<file path="src/rtl/clx_pkg.sv">
package clx_pkg;
    localparam int NUM_SPR    = 8;
    localparam int CODE_W     = 2;
    localparam int NUM_PLANES = 6;
    localparam int NUM_GRP    = NUM_SPR / 2;
    localparam int STAT_W     = 16;

    // bit positions inside the status word (decoded by software)
    localparam int B_EVEN_ODD  = 0;
    localparam int B_ODD_BASE  = 1;   // odd planes vs group k at 1+k
    localparam int B_EVEN_BASE = 5;   // even planes vs group k at 5+k
    localparam int B_UNUSED    = 15;

    typedef logic [STAT_W-1:0] clx_stat_t;

    typedef struct packed {
        clx_stat_t stat;
    } clx_state_t;

    // bit index of sprite group pair (a<b)
    function automatic int spr_pair_bit(input int a, input int b);
        int idx;
        idx = 0;
        if (a == 0 && b == 1) idx = 9;
        if (a == 0 && b == 2) idx = 10;
        if (a == 0 && b == 3) idx = 11;
        if (a == 1 && b == 2) idx = 12;
        if (a == 1 && b == 3) idx = 13;
        if (a == 2 && b == 3) idx = 14;
        return idx;
    endfunction
endpackage

</file>
<file path="src/rtl/clx_spr_groups.sv">
module clx_spr_groups
    import clx_pkg::*;
#(
    parameter int N_SPR = NUM_SPR,
    parameter int C_W   = CODE_W,
    localparam int N_GRP = N_SPR / 2
) (
    input  logic [N_SPR*C_W-1:0] spr_code,
    input  logic [N_GRP-1:0]     odd_en,
    output logic [N_GRP-1:0]     grp_hit
);
    logic [N_SPR-1:0] present;

    for (genvar s = 0; s < N_SPR; s++) begin : g_present
        assign present[s] = |spr_code[s*C_W +: C_W];
    end

    for (genvar g = 0; g < N_GRP; g++) begin : g_group
        assign grp_hit[g] = present[2*g] | (present[2*g+1] & odd_en[g]);
    end
endmodule

</file>
<file path="src/rtl/clx_plane_groups.sv">
module clx_plane_groups
    import clx_pkg::*;
#(
    parameter int N_PL = NUM_PLANES
) (
    input  logic [N_PL-1:0] bits,
    input  logic [N_PL-1:0] en,
    input  logic [N_PL-1:0] match,
    output logic            odd_hit,
    output logic            even_hit
);
    logic [N_PL-1:0] ok;

    // index 0 is plane 1 (odd group)
    for (genvar p = 0; p < N_PL; p++) begin : g_ok
        assign ok[p] = ~en[p] | (bits[p] == match[p]);
    end

    always_comb begin
        odd_hit  = 1'b1;
        even_hit = 1'b1;
        for (int p = 0; p < N_PL; p++) begin
            if ((p % 2) == 0) odd_hit  = odd_hit  & ok[p];
            else              even_hit = even_hit & ok[p];
        end
    end
endmodule

</file>
<file path="src/rtl/clx_pair_matrix.sv">
module clx_pair_matrix
    import clx_pkg::*;
#(
    parameter int N_GRP = NUM_GRP,
    parameter int W     = STAT_W
) (
    input  logic [N_GRP-1:0] grp,
    input  logic             odd_hit,
    input  logic             even_hit,
    output logic [W-1:0]     hits
);
    always_comb begin
        hits = '0;
        hits[B_EVEN_ODD] = odd_hit & even_hit;
        for (int k = 0; k < N_GRP; k++) begin
            hits[B_ODD_BASE + k]  = odd_hit  & grp[k];
            hits[B_EVEN_BASE + k] = even_hit & grp[k];
        end
        for (int a = 0; a < N_GRP; a++) begin
            for (int b = a + 1; b < N_GRP; b++) begin
                hits[spr_pair_bit(a, b)] = grp[a] & grp[b];
            end
        end
        hits[B_UNUSED] = 1'b0;
    end
endmodule

</file>
<file path="src/rtl/collision_latch.sv">
module collision_latch
    import clx_pkg::*;
(
    input  logic                       clk,
    input  logic                       rst_n,
    input  logic                       pix_valid,
    input  logic [NUM_PLANES-1:0]      plane_bits,
    input  logic [NUM_SPR*CODE_W-1:0]  spr_code,
    input  logic [NUM_PLANES-1:0]      plane_en,
    input  logic [NUM_PLANES-1:0]      plane_match,
    input  logic [NUM_GRP-1:0]         odd_spr_en,
    input  logic                       rd_en,
    output logic [STAT_W-1:0]          rd_data
);
    logic [NUM_GRP-1:0] grp_hit;
    logic               odd_hit;
    logic               even_hit;
    clx_stat_t          pair_hits;
    clx_state_t         st_d, st_q;
    clx_stat_t          stat_q;

    clx_spr_groups #(.N_SPR(NUM_SPR), .C_W(CODE_W)) u_spr (
        .spr_code (spr_code),
        .odd_en   (odd_spr_en),
        .grp_hit  (grp_hit)
    );

    clx_plane_groups #(.N_PL(NUM_PLANES)) u_pl (
        .bits     (plane_bits),
        .en       (plane_en),
        .match    (plane_match),
        .odd_hit  (odd_hit),
        .even_hit (even_hit)
    );

    clx_pair_matrix #(.N_GRP(NUM_GRP), .W(STAT_W)) u_mx (
        .grp      (grp_hit),
        .odd_hit  (odd_hit),
        .even_hit (even_hit),
        .hits     (pair_hits)
    );

    always_comb begin
        st_d = st_q;
        if (rd_en) st_d.stat = '0;
        if (pix_valid) st_d.stat = st_d.stat | pair_hits;
        st_d.stat[B_UNUSED] = 1'b0;
    end

    always_ff @(posedge clk or negedge rst_n) begin
        if (!rst_n) st_q <= '0;
        else        st_q <= st_d;
    end

    assign stat_q  = st_q.stat;
    assign rd_data = rd_en ? stat_q : '0;
endmodule

</file>
<file path="config.mk">
export PLATFORM = sky130hd
export DESIGN_NAME = collision_latch
export DESIGN_NICKNAME = d
export VERILOG_FILES = /design/src/rtl/clx_pkg.sv /design/src/rtl/clx_spr_groups.sv /design/src/rtl/clx_plane_groups.sv /design/src/rtl/clx_pair_matrix.sv /design/src/rtl/collision_latch.sv
export SDC_FILE = /design/constraint.sdc
export NUM_CORES = 1
export LEC_CHECK = 0
export BUFFER_PORTS_ARGS = -buffer_cell sky130_fd_sc_hd__buf_2
export CAP_MARGIN = 10
export CORE_MARGIN = 8
export CORE_UTILIZATION = 35
export DETAILED_ROUTE_END_ITERATION = 6
export PLACE_DENSITY = 0.77
export SETUP_SLACK_MARGIN = 0.2
export SLEW_MARGIN = 20
export SYNTH_ARGS = -nofsm -noshare
export SYNTH_HDL_FRONTEND = slang
export SYNTH_SLANG_ARGS = --single-unit
</file>
<file path="constraint.sdc">
create_clock -name clk -period 0.8 [get_ports clk]
set_clock_uncertainty 0.05 [all_clocks]
set_input_delay 0.04 -clock clk [delete_from_list [all_inputs] [get_ports clk]]
set_output_delay 0.04 -clock clk [all_outputs]
set_load 0.01 [all_outputs]
</file>
==> results of run 1 <==
-- layer usage --
layer	track usage, %	vias up
met5	0	-
met1	13.05	409
met2	25.74	40
li1	-	413
met3	4.659	6
met4	6.553	0
-- critical path: cells and delay by family (launching register included) --
kind,cells,cell delay (ps)
DFF,1,390
and+or+nand+nor,1,160
buffers and inverters,1,140
-- cell usage after synthesis --
cell and number:
sky130_fd_sc_hd__o21ai_0 4, sky130_fd_sc_hd__clkbuf_1 2, sky130_fd_sc_hd__inv_1 1, sky130_fd_sc_hd__a222oi_1 2, sky130_fd_sc_hd__nand2_1 3, sky130_fd_sc_hd__a22o_1 9
sky130_fd_sc_hd__a21boi_0 2, sky130_fd_sc_hd__buf_4 1, sky130_fd_sc_hd__and2_1 15, sky130_fd_sc_hd__nor2_1 4, sky130_fd_sc_hd__a32o_1 6, sky130_fd_sc_hd__conb_1 1
sky130_fd_sc_hd__xor2_1 6, sky130_fd_sc_hd__dfrtp_1 15
-- cell families (layout without fill, tap and decap cells) --
| group | Yosys count | count (layout) |
|---|---|---|
| buffers and inverters | 4 | 81 |
| other | 1 | 1 |
| AO/OA/AOI/OAI | 23 | 23 |
| flip-flops | 15 | 15 |
| AND/OR/NAND/NOR | 22 | 22 |
| XOR/XNOR | 6 | 6 |
-- what timing repair did --
action,4_1_cts,5_1_grt
hold buffers,1,0
setup buffers,9,5
resized for setup,16,6
pin swaps,7,9
hold endpoints to repair,16,0
setup endpoints to repair,30,30
cloned,0,0
-- worst paths after layout --
| kind | start | to | slack (ps) | cells past startpoint |
|---|---|---|---|---|
| worst min-delay path | spr_code[12] | st_q[13]$_DFF_PN0_ | 20 | 4 |
| max in group asynchronous | rst_n | st_q[10]$_DFF_PN0_ | 320 | 2 |
| worst max register to register | st_q[14]$_DFF_PN0_ | st_q[14]$_DFF_PN0_ | -200 | 3 |
| worst min register to register | st_q[10]$_DFF_PN0_ | st_q[10]$_DFF_PN0_ | 460 | 1 |
| worst max-delay path | st_q[7]$_DFF_PN0_ | rd_data[7] | -280 | 2 |
| min in group asynchronous | rst_n | st_q[4]$_DFF_PN0_ | 130 | 2 |
-- power by group through the flow --
stage	registers, W	clock network, W	logic (W)
finish	0.000911	0.000455	0.000804
floorplan	0.000905	0	0.000299
global route	0.000920	0.000492	0.000863
global placement	0.000920	0	0.000531
CTS	0.000903	0.000457	0.000729
detailed placement	0.000924	0	0.000550
-- stage by stage --
| step | instance area (um^2) | hold WS [ps] | instances | util [%] | setup TNS, ps |
|---|---|---|---|---|---|
| final | 1418 | 15.73 | 176 | 66.65 | -4757 |
| after global routing | 1418 | 30.22 | 176 | 66.65 | -5450 |
| after CTS | 1353 | -1.664 | 171 | 63.59 | -4142 |
| after detailed placement | 1150 | -93.82 | 157 | 54.06 | -2830 |
| after global placement | 1150 | -99.45 | 157 | 54.06 | -2412 |
| after floorplan | 800.8 | -305.6 | 71 | - | -1942 |
-- area by class of cell --
class                           instances  area, um^2
Timing Repair Buffer                   76       570.5
Sequential cell                        15       375.4
Clock inverter                          1       5.005
Fill cell                             169       709.4
Clock buffer                            3       22.52
Multi-Input combinational cell         52       405.4
Inverter                                1       3.754
Tap cell                               28       35.03
==> results_dict.tcl, run 1 <==
set metrics [dict create \
    layout_nets 191 \
    synth_xor_xnor_area_share_pct 6.874 \
    initial_antenna_violation_count 0 \
    dr_wl_met2_um 1554 \
    synthCells 71 \
    die_h_um 62.74 \
    clockBufferDepth 2 \
    remaining_drc_errors 0 \
    critPathCaptureType "output pin" \
    setup_viol 26 \
    power_per_cell_area_nw_per_um2 1531 \
    post_synth_instance_area_um2 764.5 \
    failed_checks "negative setup slack" \
    avgRoutedWirePerCell_um 15.72 \
    syn_avg_cell_area_um2 10.77 \
    number_of_flip_flops_under_the_largest_register_name 15 \
    synth_sequential_area_ratio_pct 49.10 \
    power.leakage_nw 0.7461 \
    drive_above_1_share_pct 62.84 \
    grt_remaining_overflow 0 \
    numCtsBuffers 3 \
    synth.ff_latch_count 15 \
    combPwrFrac_pct 37.1 \
    total_of_warnings_raised_by_yosys 0 \
    detail_route.vias_per_cell 4.932 \
    clock_latency_ps 280 \
    final_period_minus_worst_setup_slack_ps 1075 \
    cap_viol_max_count 0 \
    grt_setup_unrepaired "yes" \
    firstDrtPassIters 4 \
    timing.critical_path.cells "and2_1, buf_2" \
    cp_data_required_time_ps 710 \
    grt_start_max_net_pins 16 \
    antenna_cells 0 \
    detailroute.via_count 868 \
    crit_fanout 2 \
    sw_frac_of_total_pct 28.23 \
    dp_worst_setup_slack_ps -274.1 \
    clock.fmax_mhz 930.1 \
    irDropWorstVdd_v 0.0008355 \
    synth.largest_area_cell "sky130_fd_sc_hd__dfrtp_1" \
    combinational_family_with_the_most_area_after_synthesis "compound AO/OA/AOI/OAI gates" \
    max_stage_delay_ps 390 \
    clock-sinks 15 \
    ios 58 \
    routedLengthMet1_um 974 \
    finalMaxSlewViolations 0 \
    compound_gate_fraction_of_synth_area_pct 25.37 \
    grt_util_overall_pct 13.76 \
    core.rowCount 17 \
    die_w_um 62.74 \
    synth.top_cell.area_share_pct 49.10 \
    portion_of_total_power_attributed_to_the_clock_network_pct 21.0 \
    dr.first_iter.drc_count 24 \
    cts_root_buf "sky130_fd_sc_hd__clkbuf_4" \
    clock_tree.htree_level_count 1 \
    coreArea_um2 2127 \
    grt_pass1_vias 934 \
    finalWorstSetupSlack_ps -275.1 \
    fp.dieArea_um2 3936 \
    synthTopCellsByArea "sky130_fd_sc_hd__dfrtp_1 49%, sky130_fd_sc_hd__and2_1 12%, sky130_fd_sc_hd__a22o_1 10%, sky130_fd_sc_hd__a32o_1 7.9%, sky130_fd_sc_hd__xor2_1 6.9%" \
    max_flop_register "st_q" \
    initial_utilization_pct 35.94 \
    highest_layer "met4" \
    criticalPathCategory "reg -> out" \
    worst_path_clk_slew_ps 100 \
    power_total_w 0.002170 \
    arrival_ps 990 \
    post_synth_num_cell_types 14 \
    synth.net_count 113 \
    routabilityCongestion 0.7319 \
    postRouteWirelength_um 2766 \
    synth_simple_gate_area_share_pct 15.71 \
    cts_tree "yes" \
    worst_path_max_delay_cell "sky130_fd_sc_hd__dfrtp_1" \
    syn_to_layout_area_delta_pct 85.43 \
    hold_class "in -> reg" \
    grt_first_pass_wirelength_um 4450 \
    start_kind "register" \
    synth_mux_area_share_pct 0 \
    number_of_port_buffers 56 \
    intPower_w 0.001557 \
    ant_nets 0 \
    result_of_the_run "finished with violations" \
    post-dp-hpwl_um 1958 \
    route.met3.wl_um 191 \
    mostFrequentLayoutCell "sky130_fd_sc_hd__buf_2" \
    synth_area_in_adders_pct 0 \
    most_frequent_cells_in_the_layout "39 x sky130_fd_sc_hd__buf_2, 22 x sky130_fd_sc_hd__buf_6, 15 x sky130_fd_sc_hd__dfrtp_1, 14 x sky130_fd_sc_hd__and2_4, 13 x sky130_fd_sc_hd__buf_4" \
    hold_viol 0 \
    final.period_utilization_pct 134.4 \
    power.switching_w 0.0006127 \
    power_frac_seq_pct 42.0 \
    reg_top3 "st_q x15" \
]
No activity file was read; power rests on OpenSTA's default activity.
==> run 2, diff against run 1 <==
- CORE_MARGIN: 8 -> default
- PLACE_DENSITY: 0.77 -> 0.83
==> run 2 against run 1 <==
Net effect:
- the flow finishes with violations (negative hold slack, negative setup slack)
- power rose by 3.2%
- die area shrank 40%
- sequential share of layout area shrank 0.57 points
- maximum frequency grew 0.11%
- count of clock-buffer cells in the layout unchanged
- setup slack gained 1.1 ps
- highest routed layer unchanged
==> results_dict.tcl, run 2 (synthesis gave the netlist of run 1 again) <==
set metrics [dict create \
    power_total_w 0.002240 \
    grt_pass1_vias 893 \
    failed_checks "negative hold slack, negative setup slack" \
    ios 58 \
    clock_tree.htree_level_count 1 \
    power.leakage_nw 0.7648 \
    postRouteWirelength_um 2519 \
    detail_route.vias_per_cell 5.000 \
    core.rowCount 16 \
    die_w_um 48.74 \
    result_of_the_run "finished with violations" \
    irDropWorstVdd_v 0.0007033 \
    setup_viol 29 \
    timing.critical_path.cells "and2_4, buf_6" \
    number_of_port_buffers 56 \
    criticalPathCategory "reg -> out" \
    finalMaxSlewViolations 0 \
    coreArea_um2 2002 \
    portion_of_total_power_attributed_to_the_clock_network_pct 21.1 \
    reg2reg_to "st_q[4]$_DFF_PN0_" \
    firstDrtPassIters 4 \
    cp-startpoint "st_q[8]$_DFF_PN0_" \
    cts_root_buf "sky130_fd_sc_hd__clkbuf_4" \
    cp_data_required_time_ps 710 \
    grt_remaining_overflow 0 \
    initial_utilization_pct 38.19 \
    sw_frac_of_total_pct 28.46 \
    grt_start_max_net_pins 16 \
    grt_first_pass_wirelength_um 3919 \
    max_stage_delay_ps 410 \
    final.period_utilization_pct 134.2 \
    multi_input_area_um2 405.4 \
    start_kind "register" \
    critPathCaptureType "output pin" \
    n_fill_cell 135 \
    hold_class "in -> reg" \
    dp_worst_setup_slack_ps -280.5 \
    power.switching_w 0.0006373 \
    max_flop_register "st_q" \
    syn_to_layout_area_delta_pct 89.53 \
    dp.cells 156 \
    die_h_um 48.74 \
    crit_fanout 2 \
    clockBufferDepth 2 \
    detailroute.via_count 900 \
    layout_nets 196 \
    mostFrequentLayoutCell "sky130_fd_sc_hd__buf_2" \
    reg_top3 "st_q x15" \
    dr.first_iter.drc_count 34 \
    cts_tree "yes" \
    numCtsBuffers 3 \
    reg2reg_depth 3 \
    grt_util_overall_pct 21.80 \
    combPwrFrac_pct 38.1 \
    r2r_setup_slack_ps -200 \
    hold_viol 1 \
    clock-sinks 15 \
    tns_ps -5456 \
    avgRoutedWirePerCell_um 13.99 \
    power_frac_seq_pct 40.8 \
    number_of_flip_flops_under_the_largest_register_name 15 \
    instances_no_fill 180 \
    grt_setup_unrepaired "yes" \
    ant_nets 0 \
    cap_viol_max_count 0 \
    remaining_drc_errors 0 \
    finalWorstSetupSlack_ps -274.0 \
    most_frequent_cells_in_the_layout "42 x sky130_fd_sc_hd__buf_2, 22 x sky130_fd_sc_hd__buf_6, 15 x sky130_fd_sc_hd__buf_4, 15 x sky130_fd_sc_hd__dfrtp_1, 14 x sky130_fd_sc_hd__and2_4" \
    initial_antenna_violation_count 0 \
    antenna_cells 0 \
    critical_path.endpoint "rd_data[8]" \
    intPower_w 0.001602 \
    final.hold.worst_slack_ps -4.253 \
    final_period_minus_worst_setup_slack_ps 1074 \
    fp.dieArea_um2 2375 \
    seq_cell_area_um2 375.4 \
    clock_latency_ps 300 \
    power_per_cell_area_nw_per_um2 1546 \
    arrival_ps 980 \
    worst_path_max_delay_cell "sky130_fd_sc_hd__dfrtp_1" \
    routabilityCongestion 0.7302 \
    clock.fmax_mhz 931.1 \
    worst_path_clk_slew_ps 110 \
    crit-reg2reg-launch "st_q[4]$_DFF_PN0_" \
    drive_above_1_share_pct 64.05 \
]
run 2: cell types whose count changed in the layout (fill, tap and decap cells not counted):
| cell | change |
|---|---|
| sky130_fd_sc_hd__clkinv_2 | -1 |
| sky130_fd_sc_hd__buf_4 | +2 |
| sky130_fd_sc_hd__clkinvlp_4 | +1 |
| sky130_fd_sc_hd__buf_2 | +3 |
run 2: final cells by class:
class	instances	share of cell area (%)
Multi-Input combinational cell	52	27.98
Inverter	1	0.2591
Clock buffer	3	1.554
Sequential cell	15	25.91
Tap cell	27	2.332
Timing Repair Buffer	81	41.45
Clock inverter	1	0.5181
run 2: layer usage:
layer	vias to the layer above	share of wire (%)	wire length, um	global-route usage, %
met4	0	0.79	20	4.412
met2	48	54	1371	40.51
met5	-	0	0	0
li1	421	-	-	-
met1	429	39	974	25.45
met3	2	6.0	152	4.717
run 2: power by group through the flow:
stage | combinational, W | sequential [W] | clock [W]
3_3_place_gp | 0.000523 | 0.000919 | 0
3_5_place_dp | 0.000542 | 0.000924 | 0
5_1_grt | 0.000913 | 0.000925 | 0.000515
4_1_cts | 0.000753 | 0.000899 | 0.000464
2_1_floorplan | 0.000299 | 0.000905 | 0
6_report | 0.000853 | 0.000914 | 0.000473
run 2: worst min-delay path by stage:
| stage | start | cells after the start | slack, ps | to |
|---|---|---|---|---|
| after floorplan | rst_n | 0 | -310 | st_q[0]$_DFF_PN0_ |
| after global placement | rst_n | 1 | -100 | st_q[6]$_DFF_PN0_ |
| after detailed placement | rst_n | 1 | -100 | st_q[14]$_DFF_PN0_ |
| after CTS | spr_code[12] | 4 | -6 | st_q[13]$_DFF_PN0_ |
| after global routing | spr_code[12] | 4 | 20 | st_q[13]$_DFF_PN0_ |
| final | spr_code[12] | 4 | -4 | st_q[13]$_DFF_PN0_ |
run 2: per-stage QoR:
stage	util (%)	instance area, um^2
2_1_floorplan	-	800.8
3_5_place_dp	57.38	1149
3_3_place_gp	57.38	1149
4_1_cts	68.63	1374
5_1_grt	72.38	1449
6_report	72.38	1449
run 2: worst max-delay path: cells and delay by family (launching register included):
family | cells | cell delay [ps]
buffers and inverters | 1 | 110
DFF | 1 | 410
and+or+nand+nor | 1 | 160
run 2: what timing repair did:
item	CTS	global route
hold buffers	1	0
setup endpoints to repair	30	30
pin swaps	5	3
hold endpoints to repair	16	0
buffers inserted	13	6
gates resized for setup	14	8
==> run 3, diff against run 2 <==
- BUFFER_PORTS_ARGS: -buffer_cell sky130_fd_sc_hd__buf_2 -> default
- CORE_UTILIZATION: 35 -> 53
- DONT_BUFFER_PORTS: default -> 1
- PLACE_DENSITY: 0.83 -> 0.8
==> run 3 against run 2 <==
Net effect:
- the flow still finishes with violations (negative hold slack, negative setup slack)
- routed wire length fell by 29%
- sequential share of layout area rose by 12 points
- die area fell by 33%
- critical path type unchanged
- highest routed layer is now met3
- sequential cell count did not move
==> results_dict.tcl, run 3 (synthesis gave the netlist of run 1 again) <==
set metrics [dict create \
    result_of_the_run "finished with violations" \
    failed_checks "negative hold slack, negative setup slack" \
    remaining_drc_errors 0 \
    grt_start_max_net_pins 17 \
    detail_route.vias_per_cell 6.461 \
    cts_root_buf "sky130_fd_sc_hd__clkbuf_4" \
    detailroute.via_count 659 \
    final_period_minus_worst_setup_slack_ps 940.1 \
    dr.first_iter.drc_count 15 \
    ant_nets 0 \
    clockBufferDepth 2 \
    grt_pass1_vias 572 \
    cts.hold.buffers_added 1 \
    hold_viol 22 \
    avgRoutedWirePerCell_um 17.51 \
    grt_first_pass_wirelength_um 2463 \
    max_flop_register "st_q" \
    setup_viol 27 \
    number_of_flip_flops_under_the_largest_register_name 15 \
    drive_above_1_share_pct 39.08 \
    cp_data_required_time_ps 710 \
    finalMaxSlewViolations 0 \
    reg_top3 "st_q x15" \
    die_w_um 39.98 \
    grt_util_overall_pct 23.73 \
    post_dp_cell_area_um2 818.3 \
    clock-sinks 15 \
    clock.fmax_mhz 1064 \
    r2r_setup_slack_ps -100 \
    numCtsBuffers 3 \
    clock_latency_ps 280 \
    initial_antenna_violation_count 0 \
    critical_path_buf_inv_count 0 \
    coreArea_um2 1318 \
    most_frequent_cells_in_the_layout "15 x sky130_fd_sc_hd__and2_4, 15 x sky130_fd_sc_hd__dfrtp_1, 9 x sky130_fd_sc_hd__a22o_1, 9 x sky130_fd_sc_hd__buf_6, 6 x sky130_fd_sc_hd__xor2_1" \
    fp.dieArea_um2 1598 \
    antenna_cells 0 \
    max-slew-margin-rel_pct 55.31 \
    final.hold.worst_slack_ps -209.5 \
    timing.critical_path.cells "and2_4" \
    worst_path_clk_slew_ps 90 \
    hold_class "in -> async" \
    ios 58 \
    worst_path_dominant_cell_family "flip-flops" \
    criticalPathCategory "reg -> out" \
    worst_path_max_delay_cell "sky130_fd_sc_hd__dfrtp_1" \
    finalInstanceArea_um2 985.9 \
    number_of_port_buffers 0 \
    power.leakage_nw 0.4783 \
    power_per_cell_area_nw_per_um2 1884 \
    crit_fanout 2 \
    post-dp-hpwl_um 1277 \
    routabilityCongestion 0.7099 \
    max_stage_delay_ps 410 \
    cap_viol_max_count 0 \
    finalWorstSetupSlack_ps -140.1 \
    start_kind "register" \
    critPathCaptureType "output pin" \
    clock_tree.htree_level_count 1 \
    arrival_ps 850 \
    initial_utilization_pct 58.02 \
    grt_setup_unrepaired "yes" \
    irDropWorstVdd_v 0.001352 \
    postRouteWirelength_um 1786 \
    syn_to_layout_area_delta_pct 28.97 \
    final.period_utilization_pct 117.5 \
    grt_remaining_overflow 0 \
    cts_tree "yes" \
    core.rowCount 13 \
    timing_worst_slew_pin_value_ps 670.3 \
    firstDrtPassIters 4 \
    die_h_um 39.98 \
    final_core_util_pct 74.83 \
    layout_nets 130 \
]
[run 3: cell types whose count changed in the layout (fill, tap and decap cells not counted), sizes merged]
cell,before,now
buf,80,14
dlymetal6s4s,0,1
clkinvlp,1,0
clkinv,0,1
dlygate4sd3,1,0
[run 3: worst paths after layout]
check	cells past startpoint	start	end
worst max-delay path	1	st_q[6]$_DFF_PN0_	rd_data[6]
worst min-delay path	1	rst_n	st_q[4]$_DFF_PN0_
worst min register to register	1	st_q[5]$_DFF_PN0_	st_q[5]$_DFF_PN0_
max in group asynchronous	1	rst_n	st_q[3]$_DFF_PN0_
min in group clk	1	pix_valid	st_q[3]$_DFF_PN0_
worst max register to register	2	st_q[1]$_DFF_PN0_	st_q[1]$_DFF_PN0_
[run 3: what timing repair did]
| item | CTS | global route |
|---|---|---|
| resized for setup | 4 | 8 |
| cloned | 0 | 0 |
| setup endpoints to repair | 30 | 45 |
| pin swaps | 14 | 1 |
| endpoints found under the hold margin | 22 | 22 |
| buffers inserted | 12 | 0 |
[run 3: worst register-to-register path, cell delays in order (launching register included)]
cell and delay (ps):
sky130_fd_sc_hd__dfrtp_1 410, sky130_fd_sc_hd__buf_6 120, sky130_fd_sc_hd__a32o_2 220
[run 3: power by group]
| group | switching [W] | leakage [nW] | internal [W] | total, W |
|---|---|---|---|---|
| sequential | 0.0000644 | 0.184 | 0.000853 | 0.000917 |
| combinational | 0.000190 | 0.277 | 0.000324 | 0.000515 |
| clock | 0.000240 | 0.0177 | 0.000186 | 0.000426 |
| total | 0.000495 | 0.478 | 0.00136 | 0.00186 |
[run 3: through the flow]
step | cells | setup slack [ps] | TNS (ps) | hold WS, ps | power [W]
2_1_floorplan | 71 | -232.5 | -1942 | -305.6 | 0.001204
3_3_place_gp | 85 | -140.9 | -1056 | -305.3 | 0.001249
3_5_place_dp | 85 | -214.1 | -1387 | -305.4 | 0.001271
4_1_cts | 102 | -132.4 | -2490 | -131.8 | 0.001824
5_1_grt | 102 | -170.0 | -3431 | -176.7 | 0.001945
6_report | 102 | -140.1 | -2675 | -209.5 | 0.001858
[run 3: area by class of cell]
cell class | instances | area (um^2)
inverters | 1 | 3.754
clock inverters | 1 | 5.005
flip-flops and latches | 15 | 375.4
repair buffers | 15 | 151.4
well taps | 15 | 18.77
clock buffers | 3 | 22.52
multi-input cells | 52 | 409.1
fillers | 98 | 331.6
[run 3: layer usage]
layer	part of all wire, %	GRT usage [%]	vias up
met3	7.7	10.56	0
met4	0	0.8621	0
met2	53	36.69	34
met1	39	32.26	335
li1	-	-	290
met5	0	0	-
